## src/rtl/quad_pwm_pkg.sv

```systemverilog
`timescale 1ns/1ps
package quad_pwm_pkg;
  // bits of one prescaler stage (divide by 2**STAGE_W = 8)
  localparam int STAGE_W    = 3;
  // the highest divider code uses this many stages
  localparam int NUM_STAGES = 3;

  typedef enum logic [1:0] {
    DIV_BY_1   = 2'd0,
    DIV_BY_8   = 2'd1,
    DIV_BY_64  = 2'd2,
    DIV_BY_512 = 2'd3
  } step_div_e;
endpackage

```

## src/rtl/pwm_regfile.sv

```systemverilog
`timescale 1ns/1ps
module pwm_regfile #(
  parameter int NUM_CH = 4,
  parameter int TB_W   = 8,
  parameter int ADDR_W = 3,
  parameter int DATA_W = 32
) (
  input  logic                          clk,
  input  logic                          rst,
  input  logic [ADDR_W-1:0]             addr,
  input  logic [DATA_W-1:0]             wdata,
  input  logic                          we,
  output logic [DATA_W-1:0]             rdata,
  output logic [NUM_CH-1:0]             run,
  output logic [NUM_CH-1:0][1:0]        div_code,
  output logic [NUM_CH-1:0][TB_W-1:0]   period,
  output logic [NUM_CH-1:0][TB_W-1:0]   high_time
);
  localparam int DIV_LSB  = NUM_CH;       // divider code of channel n at 2n+NUM_CH
  localparam int HIGH_LSB = DATA_W / 2;   // high-time in the upper half-word

  logic [DATA_W-1:0] rd_next;
  logic              unused_wdata_bits;

  assign unused_wdata_bits = ^wdata;

  always_ff @(posedge clk) begin
    if (rst) begin
      run       <= '0;
      div_code  <= '0;
      period    <= '0;
      high_time <= '0;
    end else if (we) begin
      if (addr == '0) begin
        run <= wdata[NUM_CH-1:0];
        for (int i = 0; i < NUM_CH; i++)
          div_code[i] <= wdata[DIV_LSB + 2*i +: 2];
      end
      for (int i = 0; i < NUM_CH; i++) begin
        if (int'(addr) == i + 1) begin
          period[i]    <= wdata[TB_W-1:0];
          high_time[i] <= wdata[HIGH_LSB +: TB_W];
        end
      end
    end
  end

  always_comb begin
    rd_next = '0;
    if (addr == '0) begin
      rd_next[NUM_CH-1:0] = run;
      for (int i = 0; i < NUM_CH; i++)
        rd_next[DIV_LSB + 2*i +: 2] = div_code[i];
    end
    for (int i = 0; i < NUM_CH; i++) begin
      if (int'(addr) == i + 1) begin
        rd_next[TB_W-1:0]          = period[i];
        rd_next[HIGH_LSB +: TB_W]  = high_time[i];
      end
    end
  end

  always_ff @(posedge clk) begin
    if (rst) rdata <= '0;
    else     rdata <= rd_next;
  end

  // the top byte never carries a field
  p_unused_zero_r2: assert property (@(posedge clk) disable iff (rst)
    rdata[DATA_W-1:HIGH_LSB+TB_W] == '0);
  // a write to the control word is read back unchanged in its used bits
  p_ctrl_readback_r2: assert property (@(posedge clk) disable iff (rst)
    (we && addr == '0) |=> (run == $past(wdata[NUM_CH-1:0])));
endmodule

```

## src/rtl/pwm_prescaler.sv

```systemverilog
`timescale 1ns/1ps
module pwm_prescaler
  import quad_pwm_pkg::*;
(
  input  logic      clk,
  input  logic      rst,
  input  logic      clr,
  input  step_div_e code,
  output logic      tick
);
  localparam int CNT_W = STAGE_W * NUM_STAGES;

  logic [CNT_W-1:0] cnt;
  logic [CNT_W-1:0] wrap;

  // one all-ones stage field per selected stage: 0, 7, 63 or 511
  always_comb begin
    wrap = '0;
    for (int s = 0; s < NUM_STAGES; s++)
      if (s < int'(code)) wrap[s*STAGE_W +: STAGE_W] = '1;
  end

  assign tick = (cnt == wrap);

  always_ff @(posedge clk) begin
    if (rst || clr || tick) cnt <= '0;
    else                    cnt <= cnt + CNT_W'(1);
  end

  // the count never passes the wrap point of the selected ratio
  p_cnt_in_range_r4: assert property (@(posedge clk) disable iff (rst)
    cnt <= wrap);
  // a cleared prescaler restarts from zero
  p_clear_zero_r7: assert property (@(posedge clk) disable iff (rst)
    clr |=> (cnt == '0));
endmodule

```

## src/rtl/pwm_channel.sv

```systemverilog
`timescale 1ns/1ps
module pwm_channel
  import quad_pwm_pkg::*;
#(
  parameter int TB_W = 8
) (
  input  logic            clk,
  input  logic            rst,
  input  logic            run,
  input  logic [1:0]      sh_div,
  input  logic [TB_W-1:0] sh_period,
  input  logic [TB_W-1:0] sh_high,
  output logic            pwm_q
);
  step_div_e       act_div;
  logic [TB_W-1:0] act_period;
  logic [TB_W-1:0] act_high;
  logic [TB_W-1:0] step;
  logic            tick;
  logic            boundary;

  pwm_prescaler u_presc (
    .clk  (clk),
    .rst  (rst),
    .clr  (!run),
    .code (act_div),
    .tick (tick)
  );

  assign boundary = tick && ((act_period == '0) || (step == act_period - TB_W'(1)));

  // working copies follow the shadow while stopped, else only at a period end
  always_ff @(posedge clk) begin
    if (rst) begin
      act_div    <= DIV_BY_1;
      act_period <= '0;
      act_high   <= '0;
    end else if (!run || boundary) begin
      act_div    <= step_div_e'(sh_div);
      act_period <= sh_period;
      act_high   <= sh_high;
    end
  end

  always_ff @(posedge clk) begin
    if (rst || !run)   step <= '0;
    else if (boundary) step <= '0;
    else if (tick)     step <= step + TB_W'(1);
  end

  always_ff @(posedge clk) begin
    if (rst) pwm_q <= 1'b0;
    else     pwm_q <= run && (act_period != '0) && (step < act_high);
  end

  // stopped channel is low on the next cycle
  p_off_low_r7: assert property (@(posedge clk) disable iff (rst)
    !run |=> !pwm_q);
  // the step counter stays inside the period
  p_step_bound_r3: assert property (@(posedge clk) disable iff (rst)
    (run && act_period != '0) |-> (step < act_period));
  // working values hold between period ends
  p_hold_active_r6: assert property (@(posedge clk) disable iff (rst)
    (run && !boundary) |=> ($stable(act_period) && $stable(act_high) && $stable(act_div)));
  // zero period length keeps the line low
  p_zero_period_low_r8: assert property (@(posedge clk) disable iff (rst)
    (run && act_period == '0) |=> !pwm_q);
  // high-time at or above the period length keeps the line high
  p_full_high_r5: assert property (@(posedge clk) disable iff (rst)
    (run && act_period != '0 && act_high >= act_period) |=> pwm_q);
endmodule

```

## src/rtl/quad_pwm_ctrl.sv

```systemverilog
`timescale 1ns/1ps
module quad_pwm_ctrl #(
  parameter int NUM_CH = 4,
  parameter int TB_W   = 8,
  parameter int ADDR_W = 3,
  parameter int DATA_W = 32
) (
  input  logic              clk,
  input  logic              rst,
  input  logic [ADDR_W-1:0] reg_addr,
  input  logic [DATA_W-1:0] reg_wdata,
  input  logic              reg_we,
  output logic [DATA_W-1:0] reg_rdata,
  output logic [NUM_CH-1:0] pwm_out
);
  logic [NUM_CH-1:0]           run;
  logic [NUM_CH-1:0][1:0]      div_code;
  logic [NUM_CH-1:0][TB_W-1:0] period;
  logic [NUM_CH-1:0][TB_W-1:0] high_time;

  pwm_regfile #(
    .NUM_CH (NUM_CH),
    .TB_W   (TB_W),
    .ADDR_W (ADDR_W),
    .DATA_W (DATA_W)
  ) u_regs (
    .clk       (clk),
    .rst       (rst),
    .addr      (reg_addr),
    .wdata     (reg_wdata),
    .we        (reg_we),
    .rdata     (reg_rdata),
    .run       (run),
    .div_code  (div_code),
    .period    (period),
    .high_time (high_time)
  );

  // one independent channel per output line
  for (genvar c = 0; c < NUM_CH; c++) begin : g_ch
    pwm_channel #(.TB_W(TB_W)) u_ch (
      .clk       (clk),
      .rst       (rst),
      .run       (run[c]),
      .sh_div    (div_code[c]),
      .sh_period (period[c]),
      .sh_high   (high_time[c]),
      .pwm_q     (pwm_out[c])
    );
  end

  // lines are low on the first cycle after reset
  p_reset_low_r1: assert property (@(posedge clk) rst |=> (pwm_out == '0));
endmodule

```

## config.mk

```make
export PLATFORM = sky130hd
export DESIGN_NAME = quad_pwm_ctrl
export DESIGN_NICKNAME = d
export VERILOG_FILES = /design/src/rtl/quad_pwm_pkg.sv /design/src/rtl/pwm_regfile.sv /design/src/rtl/pwm_prescaler.sv /design/src/rtl/pwm_channel.sv /design/src/rtl/quad_pwm_ctrl.sv
export SDC_FILE = /design/constraint.sdc
export NUM_CORES = 1
export LEC_CHECK = 0
export ABC_AREA = 1
export BUFFER_PORTS_ARGS = -buffer_cell sky130_fd_sc_hd__buf_2
export CORE_AREA = 2 2 157 159
export DETAILED_ROUTE_END_ITERATION = 12
export DIE_AREA = 0 0 159 161
export PLACE_DENSITY = 0.73
export SYNTH_ARGS = -nofsm -noshare
export SYNTH_HDL_FRONTEND = slang
export SYNTH_HIERARCHICAL = 1
export SYNTH_SLANG_ARGS = --single-unit
```

## constraint.sdc

```tcl
create_clock -name clk -period 5.85 [get_ports clk]
set_clock_uncertainty 0.1 [all_clocks]
set_input_delay 1.17 -clock clk [delete_from_list [all_inputs] [get_ports clk]]
set_output_delay 1.17 -clock clk [all_outputs]
set_load 0.03 [all_outputs]
```

==> impl_metrics.tcl <==
set metrics [dict create \
    status "complete, no violations" \
    p_comb_frac 0.105 \
    slew_violations 0 \
    synthCells 1835 \
    avgSynthCellArea_um2 6.93 \
    synth_cell_types 33 \
    viasPerCell 5.14 \
    clockBufferDepth 3 \
    postCtsSetupBuffers 0 \
    nFillCells 2279 \
    worstMarginPinSlew_ps 742 \
    cts-hold-fix-buffers 0 \
    switching_share 0.262 \
    clock.fmax_ghz 0.388 \
    ys_ff_latch 240 \
    cts_tree "built" \
    grt_overflow 0 \
    drc 0 \
    power.density_mw_per_mm2 271 \
    cp.required_ps 6150 \
    die_area_mm2 0.0256 \
    drtAntennaViolNets 0 \
    vdd_drop_max_v 0.000270 \
    clockPowerShare 0.443 \
    vias 11300 \
    power.leakage_nw 5.80 \
    wl_per_cell_um 13.3 \
    hpwl_um 20500 \
    dpl.cell_count 2143 \
    hold_violations 0 \
    grtUsageTotal 0.226 \
    io_pins 74 \
    start_kind "input pin" \
    synth.largest_area_cell "dfxtp_1" \
    rsz0062_at_grt "false" \
    yosysMostFrequentCell "nand2_1" \
    cp_max_fo 24 \
    min-delay-path-class "register to register" \
    setup_viol 0 \
    coreArea_mm2 0.0240 \
    path_buf_inv 3 \
    cts.sinks 240 \
    multi_input_comb_area_mm2 0.00649 \
    synth-simple-area-share 0.333 \
    firstDrtPassIters 5 \
    synth.area.top_cells "dfxtp_1 38%, nand2_1 11%, nor2_1 7.8%" \
    finalNonFillerCells 2190 \
    critical_path_class "input pin to register" \
    insertedDiodeCount 0 \
    portBuffers 49 \
    cp_slowest_stage_delay_ps 350 \
    cp_common_cell "inv_2" \
    yosys-top-cells-count "378 x nand2_1, 266 x nor2_1, 240 x dfxtp_1" \
    synth_compound_area_frac 0.0956 \
    pwr-share-seq 0.453 \
    synth_ff_type "dfxtp_1" \
    root_buffer "clkbuf_16" \
    synthXorXnorAreaFrac 0.0358 \
    max_slew_margin 0.506 \
    wirelength_um 29100 \
    maxCapViolations 0 \
    path_clk_slew_ps 60 \
    finalNetCount 1925 \
    postPlaceCellArea_mm2 0.0129 \
    die_w_um 159 \
    cp_slowest_cell "nand3_2" \
    synthAdderAreaFrac 0.0393 \
    async_flop_share 0 \
    cts_buffers 26 \
    htree_num_levels 1 \
    grt_pass1_wl_um 49100 \
    routabilityCongestion 0.905 \
    syn_area_mm2 0.0127 \
    crit_path_end_kind "register" \
    synth.yosys.warnings 6 \
    netSwitchingPower_w 0.000980 \
    antenna_found_initial 0 \
    post-route-cell-area_mm2 0.0138 \
    grt_max_degree 47 \
    layout-drive-gt1-share 0.102 \
    cellInternalPower_w 0.00275 \
    seqCellArea_mm2 0.00480 \
    die_y_um 161 \
    cts_resized 0 \
    fin_crit_ps 2580 \
    initial_core_util 0.531 \
    area_growth_pct 8.20 \
    tns_ps 0 \
    ys_seq_area_frac 0.378 \
    synth.top_cell.area_share 0.378 \
    path_cells "buf_2 > inv_2 > nand3_2 > inv_2 > nand2_2 > o21ai_0 > a21oi_1" \
    min_period_over_period 0.440 \
    num_rows 57 \
    clk_latency_ps 530 \
    synth_top_family_by_area "simple AND/OR/NAND/NOR gates" \
    synth_edf_count 0 \
    drtIter0Drc 812 \
    grt_pass1_vias 10200 \
    worst_ep_arrival_time_ps 2870 \
    cpLargestDelayFamily "buffers and inverters" \
    muxShareOfSynthArea 0.00315 \
]
-- flip-flops by register name (all words and copies together) (netlist names) --
register / flops
g_ch.u_ch/act_div: 8
g_ch.u_ch/act_high: 32
g_ch.u_ch/act_period: 32
g_ch.u_ch/pwm_q: 4
g_ch.u_ch/step: 32
g_ch.u_ch/u_presc/cnt: 36
u_regs/div_code: 8
u_regs/high_time: 32
u_regs/period: 32
u_regs/rdata: 20
u_regs/run: 4
-- power by group through the flow --
| stage | registers, W | clock network, W | logic [W] |
|---|---|---|---|
| floorplan | 0.00173 | 0 | 0.000343 |
| global placement | 0.00173 | 0 | 0.000383 |
| detailed placement | 0.00173 | 0 | 0.000388 |
| CTS | 0.00169 | 0.00169 | 0.000390 |
| global route | 0.00169 | 0.00176 | 0.000440 |
| finish | 0.00169 | 0.00165 | 0.000391 |
-- through the flow --
| step | utilization | setup WS (ps) | hold slack (ps) | total power (W) |
|---|---|---|---|---|
| floorplan | - | 3660 | 330 | 0.00207 |
| global placement | 0.538 | 2850 | 346 | 0.00211 |
| detailed placement | 0.538 | 2800 | 349 | 0.00211 |
| CTS | 0.574 | 3350 | 358 | 0.00377 |
| global route | 0.574 | 3140 | 371 | 0.00389 |
| finish | 0.574 | 3270 | 354 | 0.00374 |
-- cell type report --
cell class,count,area share
Clock buffer,36,0.0544
Clock inverter,11,0.00845
Multi-Input combinational cell,1285,0.472
Timing Repair Buffer,56,0.0216
Tap cell,324,0.0294
Sequential cell,240,0.349
Inverter,238,0.0653
-- final timing paths --
check | from | endpoint | slack, ps | depth (start not counted)
worst min-delay path | u_regs/div_code[7]$_SDFFE_PP0P_ | u_regs/rdata[11]$_SDFF_PP0_ | 350 | 2
worst max register to register | g_ch[3].u_ch/act_div[1]$_SDFFE_PP0P_ | g_ch[3].u_ch/step[6]$_SDFFE_PP0P_ | 3520 | 14
worst max-delay path | reg_addr[2] | u_regs/high_time[18]$_SDFFE_PP0P_ | 3270 | 7
worst min register to register | u_regs/div_code[7]$_SDFFE_PP0P_ | u_regs/rdata[11]$_SDFF_PP0_ | 350 | 2
-- per-layer routing --
metal	track usage	routed length (um)
met5	0	0
met4	0.0657	755
met3	0.0303	1560
met2	0.371	13100
met1	0.313	13700
-- cell usage in the layout, fill, tap and decap left out, types with 16 or more instances in the layout --
cell type	n
nand2_1	378
nor2_1	266
dfxtp_1	240
inv_1	213
nand3_1	172
a21oi_1	142
o21ai_0	72
buf_2	49
xor2_1	40
ha_1	40
nor3_1	36
clkbuf_16	27
nand3_2	27
nor2_2	16
-- tightest hold or removal path: stages (launching register included) --
cell	delay, ps
dfxtp_1	310
inv_1	60
nor2_1	40
-- logic make-up after synthesis --
| kind of cell | after synthesis |
|---|---|
| DFF | 240 |
| and+or+nand+nor | 941 |
| other | 1 |
| adders and majority gates | 40 |
| muxes | 4 |
| xor gates and xnor gates | 52 |
| AOI/OAI and AO/OA | 236 |
| buffers and inverters | 321 |
Note: power is estimated with default switching activity, not from simulation.
